<file path="src/rtl/mbarb_pkg.sv">
package mbarb_pkg;

   localparam int IDX_W   = 4;
   localparam int REL_W   = 16;
   localparam int MAX_MST = 16;

   typedef enum logic [1:0] {
      TR_IDLE = 2'b00,
      TR_BUSY = 2'b01,
      TR_NSEQ = 2'b10,
      TR_SEQ  = 2'b11
   } trans_e;

   localparam logic [1:0] RSP_OKAY  = 2'b00;
   localparam logic [1:0] RSP_ERROR = 2'b01;
   localparam logic [1:0] RSP_RETRY = 2'b10;
   localparam logic [1:0] RSP_SPLIT = 2'b11;

   // number of beats of a fixed-length burst, 0 for single/undefined
   function automatic logic [4:0] burst_beats(input logic [2:0] btype);
      logic [4:0] n;
      unique case (btype)
         3'b010, 3'b011: n = 5'd4;
         3'b100, 3'b101: n = 5'd8;
         3'b110, 3'b111: n = 5'd16;
         default:        n = 5'd0;
      endcase
      return n;
   endfunction

endpackage

</file>
<file path="src/rtl/mbarb_pick.sv">
module mbarb_pick #(
   parameter int N     = 16,
   parameter int IDX_W = 4
) (
   input  logic [N-1:0]     elig_i,
   output logic             found_o,
   output logic [IDX_W-1:0] idx_o
);

   logic [N:0]   seen;
   logic [N-1:0] first_hit;

   assign seen[0] = 1'b0;

   genvar gi;
   generate
      for (gi = 0; gi < N; gi++) begin : g_chain
         assign seen[gi+1]    = seen[gi] | elig_i[gi];
         assign first_hit[gi] = elig_i[gi] & ~seen[gi];
      end
   endgenerate

   always_comb begin
      idx_o = '0;
      for (int i = 0; i < N; i++) begin
         if (first_hit[i]) idx_o = idx_o | IDX_W'(i);
      end
   end

   assign found_o = seen[N];

endmodule

</file>
<file path="src/rtl/mbarb_burst_track.sv">
module mbarb_burst_track
   import mbarb_pkg::*;
#(
   parameter int CNT_W = 5
) (
   input  logic             clk,
   input  logic             rst_n,
   input  logic             ready_i,
   input  logic             first_i,
   input  logic [1:0]       trans_i,
   input  logic [2:0]       burst_i,
   output logic [CNT_W-1:0] rem_next_o
);

   generate
      if (CNT_W < 5) begin : g_bad_cnt
         $error("mbarb_burst_track: CNT_W must hold 15");
      end
   endgenerate

   logic [CNT_W-1:0] rem_q;
   logic [4:0]       beats;

   assign beats = burst_beats(burst_i);

   always_comb begin
      rem_next_o = rem_q;
      if (first_i) begin
         rem_next_o = '0;
      end else if (ready_i) begin
         unique case (trans_e'(trans_i))
            TR_NSEQ: rem_next_o = (beats != 5'd0) ? CNT_W'(beats - 5'd1) : '0;
            TR_SEQ:  rem_next_o = (rem_q != '0) ? rem_q - CNT_W'(1) : '0;
            TR_IDLE: rem_next_o = '0;
            default: rem_next_o = rem_q;
         endcase
      end
   end

   always_ff @(posedge clk or negedge rst_n) begin
      if (!rst_n) rem_q <= '0;
      else        rem_q <= rem_next_o;
   end

endmodule

</file>
<file path="src/rtl/mbarb_split_track.sv">
module mbarb_split_track #(
   parameter int N     = 16,
   parameter int REL_W = 16,
   parameter int IDX_W = 4
) (
   input  logic             clk,
   input  logic             rst_n,
   input  logic             split_ev_i,
   input  logic [IDX_W-1:0] split_idx_i,
   input  logic             split_locked_i,
   input  logic [REL_W-1:0] release_i,
   output logic [N-1:0]     mask_q_o,
   output logic [N-1:0]     mask_next_o,
   output logic             park_q_o,
   output logic             park_next_o
);

   localparam logic [N-1:0] ONE = N'(1);

   generate
      if (REL_W < N) begin : g_bad_rel
         $error("mbarb_split_track: release vector narrower than master count");
      end
   endgenerate

   logic [N-1:0]     set_oh;
   logic [N-1:0]     pidx_oh;
   logic [IDX_W-1:0] pidx_q;

   assign set_oh  = split_ev_i ? (ONE << split_idx_i) : '0;
   assign pidx_oh = ONE << pidx_q;

   genvar gb;
   generate
      for (gb = 0; gb < N; gb++) begin : g_mask
         if (gb == 0) begin : g_dummy
            assign mask_next_o[gb] = 1'b0;
         end else begin : g_real
            assign mask_next_o[gb] = (mask_q_o[gb] & ~release_i[gb]) | set_oh[gb];
         end
      end
   endgenerate

   always_comb begin
      park_next_o = park_q_o;
      if (split_ev_i && split_locked_i)             park_next_o = 1'b1;
      else if (park_q_o && !(|(mask_next_o & pidx_oh))) park_next_o = 1'b0;
   end

   always_ff @(posedge clk or negedge rst_n) begin
      if (!rst_n) begin
         mask_q_o <= '0;
         park_q_o <= 1'b0;
         pidx_q   <= '0;
      end else begin
         mask_q_o <= mask_next_o;
         park_q_o <= park_next_o;
         if (split_ev_i && split_locked_i) pidx_q <= split_idx_i;
      end
   end

   AST_PARKED_MASTER_MASKED: assert property (@(posedge clk) disable iff (!rst_n)
      park_q_o |-> (|(mask_q_o & pidx_oh))) else $error("parked without masked master");

endmodule

</file>
<file path="src/rtl/mbus_arbiter.sv">
module mbus_arbiter
   import mbarb_pkg::*;
#(
   parameter int NUM_MASTERS    = 16,
   parameter int DEFAULT_MASTER = 1,
   parameter int HOLD_CNT_W     = 5
) (
   input  logic                   clk,
   input  logic                   rst_n,
   input  logic [NUM_MASTERS-1:0] req_i,
   input  logic [NUM_MASTERS-1:0] lock_i,
   input  logic                   ready_i,
   input  logic [1:0]             resp_i,
   input  logic [1:0]             trans_i,
   input  logic [2:0]             burst_i,
   input  logic [15:0]            split_release_i,
   output logic [NUM_MASTERS-1:0] grant_o,
   output logic [3:0]             owner_o,
   output logic                   owner_lock_o
);

   localparam int N = NUM_MASTERS;
   localparam logic [N-1:0]     ONE     = N'(1);
   localparam logic [N-1:0]     DEF_OH  = ONE << DEFAULT_MASTER;
   localparam logic [IDX_W-1:0] DEF_IDX = IDX_W'(DEFAULT_MASTER);
   localparam logic [IDX_W-1:0] DUMMY   = '0;

   generate
      if (N < 2 || N > MAX_MST) begin : g_bad_n
         $error("mbus_arbiter: NUM_MASTERS out of range");
      end
      if (DEFAULT_MASTER < 1 || DEFAULT_MASTER >= N) begin : g_bad_def
         $error("mbus_arbiter: DEFAULT_MASTER must be a real master");
      end
   endgenerate

   logic [IDX_W-1:0] grant_q, grant_next, owner_q, downer_q;
   logic             olock_q, dlock_q;
   logic             first_cyc, split_ev;
   logic [N-1:0]     mask_q, mask_next;
   logic             park_q, park_next;
   logic [HOLD_CNT_W-1:0] rem_next;
   logic [N-1:0]     grant_oh, owner_oh, elig;
   logic             pick_found;
   logic [IDX_W-1:0] pick_idx;
   logic             settle, hold, keep_lock, any_req, grant_locked;

   assign first_cyc = (resp_i != RSP_OKAY) && !ready_i;
   assign split_ev  = first_cyc && (resp_i == RSP_SPLIT) && (downer_q != DUMMY);

   mbarb_split_track #(.N(N), .REL_W(REL_W), .IDX_W(IDX_W)) split_i (
      .clk            (clk),
      .rst_n          (rst_n),
      .split_ev_i     (split_ev),
      .split_idx_i    (downer_q),
      .split_locked_i (dlock_q),
      .release_i      (split_release_i),
      .mask_q_o       (mask_q),
      .mask_next_o    (mask_next),
      .park_q_o       (park_q),
      .park_next_o    (park_next)
   );

   mbarb_burst_track #(.CNT_W(HOLD_CNT_W)) burst_i_trk (
      .clk        (clk),
      .rst_n      (rst_n),
      .ready_i    (ready_i),
      .first_i    (first_cyc),
      .trans_i    (trans_i),
      .burst_i    (burst_i),
      .rem_next_o (rem_next)
   );

   assign grant_oh = ONE << grant_q;
   assign owner_oh = ONE << owner_q;
   assign elig     = req_i & ~mask_next & ~ONE;
   assign any_req  = |(req_i & ~ONE);

   mbarb_pick #(.N(N), .IDX_W(IDX_W)) pick_i (
      .elig_i  (elig),
      .found_o (pick_found),
      .idx_o   (pick_idx)
   );

   assign grant_locked = (grant_q != DUMMY) && (|(lock_i & grant_oh));
   assign settle    = ready_i && (grant_q != owner_q);
   assign hold      = ready_i && (rem_next >= HOLD_CNT_W'(2)) && !(|(mask_next & owner_oh));
   assign keep_lock = grant_locked && !(|(mask_next & grant_oh));

   always_comb begin
      grant_next = grant_q;
      if (ready_i || first_cyc) begin
         if (park_next)                      grant_next = DUMMY;
         else if (settle)                    grant_next = grant_q;
         else if (hold)                      grant_next = owner_q;
         else if (keep_lock)                 grant_next = grant_q;
         else if (pick_found)                grant_next = pick_idx;
         else if (any_req)                   grant_next = DUMMY;
         else if (|(mask_next & DEF_OH))     grant_next = DUMMY;
         else                                grant_next = DEF_IDX;
      end
   end

   always_ff @(posedge clk or negedge rst_n) begin
      if (!rst_n) begin
         grant_q  <= DEF_IDX;
         owner_q  <= DEF_IDX;
         downer_q <= DUMMY;
         olock_q  <= 1'b0;
         dlock_q  <= 1'b0;
      end else begin
         grant_q <= grant_next;
         if (ready_i) begin
            owner_q  <= grant_q;
            olock_q  <= grant_locked;
            downer_q <= owner_q;
            dlock_q  <= olock_q;
         end
      end
   end

   assign grant_o      = grant_oh;
   assign owner_o      = owner_q;
   assign owner_lock_o = olock_q;

   AST_OWNER_ON_READY: assert property (@(posedge clk) disable iff (!rst_n)
      !ready_i |=> $stable(owner_o)) else $error("owner moved without ready");
   AST_GRANT_HELD_IN_WAIT: assert property (@(posedge clk) disable iff (!rst_n)
      (!ready_i && resp_i == RSP_OKAY) |=> $stable(grant_o)) else $error("grant moved in wait");
   AST_GRANT_UNMASKED: assert property (@(posedge clk) disable iff (!rst_n)
      (grant_q != DUMMY) |-> !(|(mask_q & grant_oh))) else $error("masked master granted");
   AST_PARK_ON_DUMMY: assert property (@(posedge clk) disable iff (!rst_n)
      park_q |-> (grant_q == DUMMY)) else $error("parked but not on dummy");
   AST_SETTLE_KEEPS_GRANT: assert property (@(posedge clk) disable iff (!rst_n)
      (ready_i && grant_q != owner_q) |=> $stable(grant_o)) else $error("grant moved at handover");
   AST_LOCK_KEEPS_GRANT: assert property (@(posedge clk) disable iff (!rst_n)
      (ready_i && grant_q == owner_q && grant_locked) |=> $stable(grant_o)) else $error("lock broken");

endmodule

</file>
<file path="config.mk">
export PLATFORM = sky130hd
export DESIGN_NAME = mbus_arbiter
export DESIGN_NICKNAME = d
export VERILOG_FILES = /design/src/rtl/mbarb_pkg.sv /design/src/rtl/mbarb_pick.sv /design/src/rtl/mbarb_burst_track.sv /design/src/rtl/mbarb_split_track.sv /design/src/rtl/mbus_arbiter.sv
export SDC_FILE = /design/constraint.sdc
export NUM_CORES = 1
export LEC_CHECK = 0
export BUFFER_PORTS_ARGS = -buffer_cell sky130_fd_sc_hd__buf_2
export CORE_UTILIZATION = 58
export DETAILED_ROUTE_END_ITERATION = 6
export GPL_TIMING_DRIVEN = 0
export PLACE_DENSITY = 0.82
export SLEW_MARGIN = 20
export SYNTH_ARGS = -nofsm -noshare
export SYNTH_HDL_FRONTEND = slang
export SYNTH_HIERARCHICAL = 1
export SYNTH_SLANG_ARGS = --single-unit
</file>
<file path="constraint.sdc">
create_clock -name clk -period 5.6 [get_ports clk]
set_clock_uncertainty 0.15 [all_clocks]
set_input_delay 0.56 -clock clk [delete_from_list [all_inputs] [get_ports clk]]
set_output_delay 0.56 -clock clk [all_outputs]
set_load 0.01 [all_outputs]
</file>
==> results of run 1 <==
per-layer routing:
layer  routed length (um)  GRT usage  vias up
li1                     -          -     1511
met1                 3820      0.412     1511
met2                 4150      0.537      126
met3                  484     0.0495       11
met4                   87     0.0782        0
met5                    0          0        -
layout make-up:
cell class | instances | area share
plain buffers | 19 | 0.0257
clock buffers | 6 | 0.0199
clock inverters | 2 | 0.00342
inverters | 29 | 0.0298
multi-input cells | 281 | 0.528
flip-flops and latches | 39 | 0.268
well taps | 70 | 0.0240
repair buffers | 74 | 0.101
per-stage QoR:
step / std cells / worst slack [ns] / instance area [um2] / util
global placement: 512 / 0.673 / 3570 / 0.694
finish: 520 / 0.774 / 3650 / 0.711
CTS: 520 / 0.913 / 3650 / 0.711
floorplan: 368 / 1.84 / 3110 / -
global route: 520 / 0.594 / 3650 / 0.711
detailed placement: 512 / 0.628 / 3570 / 0.694
power groups by stage:
stage	combinational, W	sequential [W]	clock, W
global route	0.000505	0.000371	0.000203
CTS	0.000457	0.000364	0.000189
global placement	0.000445	0.000368	0
finish	0.000464	0.000365	0.000186
detailed placement	0.000454	0.000369	0
floorplan	0.000331	0.000362	0
sequential cells by signal, indices dropped and copies added (netlist names):
name and count:
grant_q 4, split_i/mask_q_o 15, owner_lock_o 1, dlock_q 1
split_i/pidx_q 4, downer_q 4, burst_i_trk/rem_q 5, split_i/park_q_o 1
owner_o 4
layout by cell type (no fill, tap or decap), types with 3 or more instances in the layout:
cell / n
and3_1: 3
o211ai_1: 6
mux2_2: 15
nor3b_1: 4
o32ai_1: 4
clkbuf_1: 12
a32oi_1: 6
a211oi_1: 3
nand2b_1: 10
nor2b_1: 26
nand3_1: 5
mux2i_1: 6
inv_1: 29
clkbuf_8: 5
nor2_1: 35
conb_1: 4
o21ai_0: 12
buf_2: 76
nor4_1: 8
o31ai_1: 3
nor4_4: 3
nand3b_1: 3
o22ai_1: 11
dfrtp_1: 37
a21oi_1: 8
nand2_1: 30
a22oi_1: 6
nand4b_1: 3
o21ai_1: 3
nor3_1: 16
mux4_2: 3
xor2_1: 4
nand4_1: 3
how the worst max path moves through the flow:
| stage | endpoint | slack, ns | cells after the start |
|---|---|---|---|
| final | grant_q[2] | 0.77 | 12 |
| after global routing | grant_q[2] | 0.59 | 12 |
| after CTS | grant_q[2] | 0.91 | 12 |
| after detailed placement | grant_q[2] | 0.63 | 12 |
| after global placement | grant_q[2] | 0.67 | 12 |
| after floorplan | grant_q[2] | 1.84 | 11 |
==> impl_metrics.json, run 1 <==
{
  "tns_ns": 0,
  "finalHoldViolCount": 0,
  "cts_made_buffers": 5,
  "clock-root-buffer": "clkbuf_8",
  "slew_viol_final": 0,
  "crit_fanout": 10,
  "drtPass1Iterations": 5,
  "cp-start-kind": "input port",
  "holdWs_ns": 0.223,
  "crit_start": "ready_i",
  "core_um2": 5140,
  "antenna_found_initial": 0,
  "crit_chain": "buf_2 > clkbuf_1 > clkbuf_1 > nor3_1 > nand3b_1 > o32ai_1 > nand2b_1 > mux4_2 > a22oi_1 > nor2_1 > a22oi_1 > o211ai_1",
  "die_height_um": 75.1,
  "switching_share": 0.407,
  "period_minus_slack_ns": 4.83,
  "first_iter_violations": 289,
  "diodes": 0,
  "vias_per_cell": 6.08,
  "fin_nets": 508,
  "die_x_um": 75.1,
  "grt_first_pass_wirelength_mm": 13.0,
  "slowest_delay_ns": 0.83,
  "rsz0062_at_grt": "no",
  "cts_htree_levels": 2,
  "peakVddDrop_mv": 0.237,
  "rows": 26,
  "netlist_area_um2": 3100,
  "setup_viol_count_final": 0,
  "place_congestion": 0.921,
  "timing.rr.start": "downer_q[2]",
  "seqCellArea_um2": 978,
  "cts_resized": 0,
  "cp.buffers_inverters": 3,
  "fmax_ghz": 0.207,
  "clock_latency_ns": 0.30,
  "status": "finished, final reports clean",
  "required_ns": 5.62,
  "ant_nets": 0,
  "switchingPower_w": 0.000413,
  "grt_remaining_overflow": 0,
  "initial_core_util": 0.604,
  "multi_input_area_um2": 1930,
  "groute.usage.overall": 0.311,
  "p_per_area_nw_per_um2": 278,
  "nFillCells": 451,
  "r2r_end": "grant_q[2]",
  "num_io_pins": 79,
  "rrSetupSlack_ns": 1.06,
  "cts_tree": "done",
  "slew_headroom": 0.370,
  "cpLargestDelayFamily": "compound AO/OA/AOI/OAI gates",
  "clk_pin_slew_ns": 0.08,
  "worstRegToRegCells": 10,
  "dieArea_um2": 5650,
  "critPathCaptureType": "flop",
  "p_int_w": 0.000603,
  "drc": 0,
  "cp_slowest_cell": "o32ai_1",
  "synthCells": 366,
  "p_comb_frac": 0.457,
  "dpl.hpwl_mm": 6.24,
  "clock_path_buffers": 2,
  "wire_per_inst_um": 16.4,
  "leakagePower_nw": 1.60,
  "finalPower_w": 0.00102,
  "grt_pass1_vias": 2769,
  "grt_start_max_net_pins": 40,
  "clock_sinks": 39,
  "clock_power_share": 0.183,
  "pwr-share-seq": 0.360,
  "area_growth_pct": 17.7,
  "critPathKind": "input port to flop",
  "hold_buffers": 0,
  "max-cap-violations": 0,
  "hold_class": "input port to asynchronous set/reset pin",
  "vias": 3159,
  "min_period_over_period": 0.862,
  "synth.avg_cell_area_um2": 8.48,
  "post_cts_buffers": 0,
  "wirelength_mm": 8.54,
  "ys_warn_count": 6,
  "layout-drive-gt1-share": 0.260,
  "cp_data_arrival_time_ns": 4.84,
  "worst_pin_slew_ns": 0.945,
  "portBuffers": 74
}
(Power assumes the default switching activity.)
==> inputs of run 2 (changes only) <==
- REMOVE_ABC_BUFFERS: not set -> 1
==> impl_metrics.json, run 2 (same netlist as run 1, synthesis figures left out) <==
{
  "peakVddDrop_mv": 0.217,
  "clock_latency_ns": 0.29,
  "fin_nets": 489,
  "period_minus_slack_ns": 4.23,
  "cts_htree_levels": 2,
  "dpl.hpwl_mm": 5.96,
  "setup_viol_count_final": 0,
  "crit_fanout": 11,
  "p_per_area_nw_per_um2": 296,
  "dieArea_um2": 5650,
  "timing.rr.start": "downer_q[2]",
  "area_growth_pct": 16.3,
  "grt_remaining_overflow": 0,
  "wirelength_mm": 8.13,
  "rrSetupSlack_ns": 1.37,
  "finalPower_w": 0.00107,
  "critPathCaptureType": "flop",
  "p_comb_frac": 0.331,
  "regMostFlops": "split_i/mask_q_o",
  "clock-root-buffer": "clkbuf_8",
  "drtPass1Iterations": 4,
  "clock_sinks": 39,
  "fin_util": 0.702,
  "grt_first_pass_wirelength_mm": 12.9,
  "cts_tree": "done",
  "clock_power_share": 0.257,
  "die_height_um": 75.1,
  "core_um2": 5140,
  "fin_ws_ns": 1.37,
  "rsz0062_at_grt": "no",
  "status": "finished, final reports clean",
  "holdWs_ns": 0.228,
  "groute.usage.overall": 0.303,
  "wire_per_inst_um": 16.2,
  "met3_usage": 0.0616,
  "met2_usage": 0.510,
  "cp-start-kind": "flop",
  "die_x_um": 75.1,
  "pwr-share-seq": 0.412,
  "final_cell_mix": "74 x buf_2, 37 x dfrtp_1, 35 x nor2_1",
  "r2r_end": "grant_q[1]",
  "clock_path_buffers": 2,
  "final_common_cell": "buf_2",
  "rows": 26,
  "slew_headroom": 0.307,
  "first_iter_violations": 149,
  "place_congestion": 0.872,
  "grt_pass1_vias": 2840,
  "slew_viol_final": 0,
  "hold_class": "input port to asynchronous set/reset pin",
  "fmax_ghz": 0.236,
  "diodes": 0,
  "cts_made_buffers": 5,
  "initial_core_util": 0.604,
  "leakagePower_nw": 1.58,
  "clk_pin_slew_ns": 0.07,
  "antenna_found_initial": 0,
  "critPathKind": "flop to flop",
  "top_usage_layer": "met2",
  "drc": 0,
  "layout-drive-gt1-share": 0.258,
  "hold_buffers": 0,
  "place_ws_ns": 1.17,
  "ant_nets": 0,
  "grt_start_max_net_pins": 40,
  "tns_ns": 0,
  "worst_pin_slew_ns": 1.04,
  "cp_data_arrival_time_ns": 4.24,
  "post_cts_buffers": 0,
  "cts_resized": 0,
  "max-cap-violations": 0,
  "switching_share": 0.374,
  "p_int_w": 0.000669,
  "portBuffers": 74,
  "vias_per_cell": 6.08,
  "reg_top3": "split_i/mask_q_o x15, burst_i_trk/rem_q x5",
  "vias": 3046,
  "finalHoldViolCount": 0,
  "switchingPower_w": 0.000400,
  "required_ns": 5.61,
  "grt_use_met1": 0.368,
  "num_io_pins": 79,
  "min_period_over_period": 0.755,
  "worstRegToRegCells": 10,
  "largest_reg_flops": 15
}
run 2: changes by cell type in the layout (fill, tap and decap cells not counted), moves of 2 or more:
| cell | change |
|---|---|
| buf_1 | -2 |
| buf_2 | -2 |
| buf_6 | -2 |
| bufinv_16 | +2 |
| clkbuf_1 | -11 |
run 2: power groups by stage:
stage	clock network, W	logic, W	registers (W)
after floorplan	0	0.000245	0.000415
after global placement	0	0.000335	0.000441
after detailed placement	0	0.000349	0.000444
after CTS	0.000276	0.000352	0.000439
after global routing	0.000288	0.000392	0.000454
final	0.000275	0.000353	0.000441
run 2: layer usage:
| layer | up-vias | wire [um] |
|---|---|---|
| li1 | 1477 | - |
| met5 | - | 0 |
| met4 | 0 | 257 |
| met3 | 30 | 587 |
| met2 | 164 | 3860 |
| met1 | 1375 | 3430 |
run 2: worst max path at each step:
stage                 from    endpoint  slack [ns]  cells past startpoint
2_1_floorplan      ready_i  grant_q[1]        2.27                      9
3_3_place_gp       ready_i  grant_q[1]        1.28                     10
3_5_place_dp       ready_i  grant_q[1]        1.17                     10
4_1_cts        downer_q[0]  grant_q[1]        1.38                     10
5_1_grt        downer_q[0]  grant_q[1]        0.99                     10
6_report       downer_q[2]  grant_q[1]        1.37                     10
run 2: cell type report:
type                    instances  area, um2
multi-input cells             281       1930
fillers                       413       1530
flip-flops and latches         39        978
repair buffers                 74        370
inverters                      29        109
well taps                      70       87.6
clock buffers                   6       72.6
clock inverters                 2       60.1
run 2: stage by stage:
step | area (um2) | std cells
after floorplan | 3020 | 349
after global placement | 3470 | 493
after detailed placement | 3470 | 493
after CTS | 3610 | 501
after global routing | 3610 | 501
final | 3610 | 501
run 2: critical path: stages, from the launching register on:
cell      delay (ns)
dfrtp_1         0.57
nor4_1          0.09
nor3_1          0.58
nand3b_1        0.38
o32ai_1         0.67
nand2b_1        0.10
mux4_2          0.48
a22oi_1         0.54
nor2_1          0.17
a22oi_1         0.25
o211ai_1        0.13
==> inputs of run 3 (changes only) <==
- CORE_UTILIZATION: 58 -> 54
- PLACE_DENSITY: 0.82 -> 0.77
- clock period: 5.6 -> 3.9 ns (I/O delays scaled with it)
==> impl_metrics.json, run 3 (same netlist as run 1, synthesis figures left out) <==
{
  "status": "finished, final reports clean",
  "dpl.hpwl_mm": 5.98,
  "cts_tree": "done",
  "fmax_ghz": 0.275,
  "wire_per_inst_um": 17.0,
  "p_comb_frac": 0.347,
  "p_per_area_nw_per_um2": 415,
  "cpLargestDelayFamily": "compound AO/OA/AOI/OAI gates",
  "rrSetupSlack_ns": 0.27,
  "critical_path.endpoint": "grant_q[2]",
  "grt_start_max_net_pins": 40,
  "crit_fanout": 9,
  "initial_core_util": 0.564,
  "final_common_cell": "buf_2",
  "vias": 3105,
  "hold_buffers": 0,
  "antenna_found_initial": 0,
  "grt_remaining_overflow": 0,
  "fin_ws_ns": 0.266,
  "vias_per_cell": 6.15,
  "cts_made_buffers": 5,
  "r2r_end": "grant_q[2]",
  "timing.rr.start": "downer_q[1]",
  "groute.usage.overall": 0.296,
  "finalHoldViolCount": 0,
  "p_int_w": 0.000931,
  "num_io_pins": 79,
  "peakVddDrop_mv": 0.221,
  "finalInstanceArea_um2": 3690,
  "reg_top3": "split_i/mask_q_o x15, burst_i_trk/rem_q x5",
  "cp.buffers_inverters": 1,
  "core_um2": 5510,
  "slew_viol_final": 0,
  "period_minus_slack_ns": 3.63,
  "cp_slowest_cell": "dfrtp_1",
  "slew_headroom": 0.383,
  "clock_path_buffers": 2,
  "hold_class": "input port to asynchronous set/reset pin",
  "crit_start": "downer_q[1]",
  "tns_ns": 0,
  "grt_pass1_vias": 2936,
  "cts_htree_levels": 2,
  "pwr-share-seq": 0.420,
  "rows": 27,
  "first_iter_violations": 197,
  "regMostFlops": "split_i/mask_q_o",
  "place_ws_ns": -0.349,
  "worst_pin_slew_ns": 0.926,
  "die_height_um": 77.8,
  "clock_sinks": 39,
  "grt_first_pass_wirelength_mm": 14.0,
  "slowest_delay_ns": 0.51,
  "setup_viol_count_final": 0,
  "die_x_um": 77.8,
  "crit_chain": "nor4_2 > nor3_2 > nand3b_1 > buf_4 > o32ai_2 > nand2b_1 > mux4_2 > a22oi_2 > nor2_1 > a22oi_1 > o211ai_1",
  "required_ns": 3.92,
  "holdWs_ns": 0.0446,
  "clk_pin_slew_ns": 0.08,
  "leakagePower_nw": 1.59,
  "area_growth_pct": 19.0,
  "switchingPower_w": 0.000603,
  "diodes": 0,
  "rsz0062_at_grt": "no",
  "worstRegToRegCells": 11,
  "wirelength_mm": 8.57,
  "clock-root-buffer": "clkbuf_8",
  "layout-drive-gt1-share": 0.300,
  "portBuffers": 74,
  "max-cap-violations": 0,
  "crit_cells": 11,
  "drc": 0,
  "drtPass1Iterations": 5,
  "critPathCaptureType": "flop",
  "finalPower_w": 0.00153,
  "clock_latency_ns": 0.30,
  "final_cell_mix": "74 x buf_2, 35 x nor2_1, 35 x dfrtp_1",
  "place_congestion": 0.903,
  "critPathKind": "flop to flop",
  "ant_nets": 0,
  "cp_data_arrival_time_ns": 3.66,
  "switching_share": 0.393,
  "largest_reg_flops": 15,
  "fin_nets": 491,
  "dieArea_um2": 6050,
  "place_area_um2": 3480,
  "cp-start-kind": "flop",
  "clock_power_share": 0.233,
  "min_period_over_period": 0.932
}
==> run 3: cell types whose count changed in the layout (fill, tap and decap cells not counted), sizes merged <==
| cell | change |
|---|---|
| buf | +1 |
| bufinv | -1 |
| clkbuf | +1 |
| clkinv | +1 |
==> run 3: how the worst min path moves through the flow <==
stage                    startpoint              endpoint  slack, ns  depth (start not counted)
2_1_floorplan                 rst_n  burst_i_trk/rem_q[0]      -0.06                          0
3_3_place_gp   burst_i_trk/rem_q[0]  burst_i_trk/rem_q[0]       0.35                          1
5_1_grt                       rst_n  split_i/mask_q_o[15]       0.12                          1
6_report                      rst_n   split_i/mask_q_o[7]       0.04                          1
3_5_place_dp   burst_i_trk/rem_q[0]  burst_i_trk/rem_q[0]       0.36                          1
4_1_cts                       rst_n   split_i/mask_q_o[7]       0.09                          1
==> run 3: cell type report <==
cell class                 instances  area (um2)
timing repair buffer              76         383
inverter                          29         109
sequential                        39         981
fill                             447        1810
clock inverter                     2        35.0
clock buffer                       6        82.6
tap                               72        90.1
multi-input combinational        281        2010
==> run 3: power by group through the flow <==
stage	logic [W]	clock network, W	registers (W)
detailed placement	0.000493	0	0.000642
global placement	0.000482	0	0.000637
CTS	0.000503	0.000358	0.000636
finish	0.000533	0.000357	0.000645
global route	0.000590	0.000378	0.000666
floorplan	0.000352	0	0.000595
==> run 3: per-layer routing <==
metal	track usage	vias up	routed length, um
met3	0.0518	19	602
met1	0.381	1457	3560
met4	0.109	0	187
li1	-	1469	-
met2	0.494	160	4220
met5	0	-	0
==> run 3: metrics by stage <==
step	std cells	utilization
finish	505	0.671
CTS	503	0.656
detailed placement	495	0.631
floorplan	349	-
global placement	495	0.631
global route	505	0.671
==> run 3: worst register-to-register path, cell delays in order (launching register included) <==
cell and delay [ns]:
dfrtp_1 0.51, nor4_2 0.10, nor3_2 0.36, nand3b_1 0.32, buf_4 0.24, o32ai_2 0.40, nand2b_1 0.09, mux4_2 0.49
a22oi_2 0.36, nor2_1 0.14, a22oi_1 0.22, o211ai_1 0.12
==> run 3: what timing repair did <==
item | 4_1_cts | 5_1_grt
pin swaps | 0 | 2
hold endpoints to repair | 0 | 0
gates resized for setup | 3 | 13
endpoints found under the setup margin | 4 | 4
buffers inserted | 0 | 1
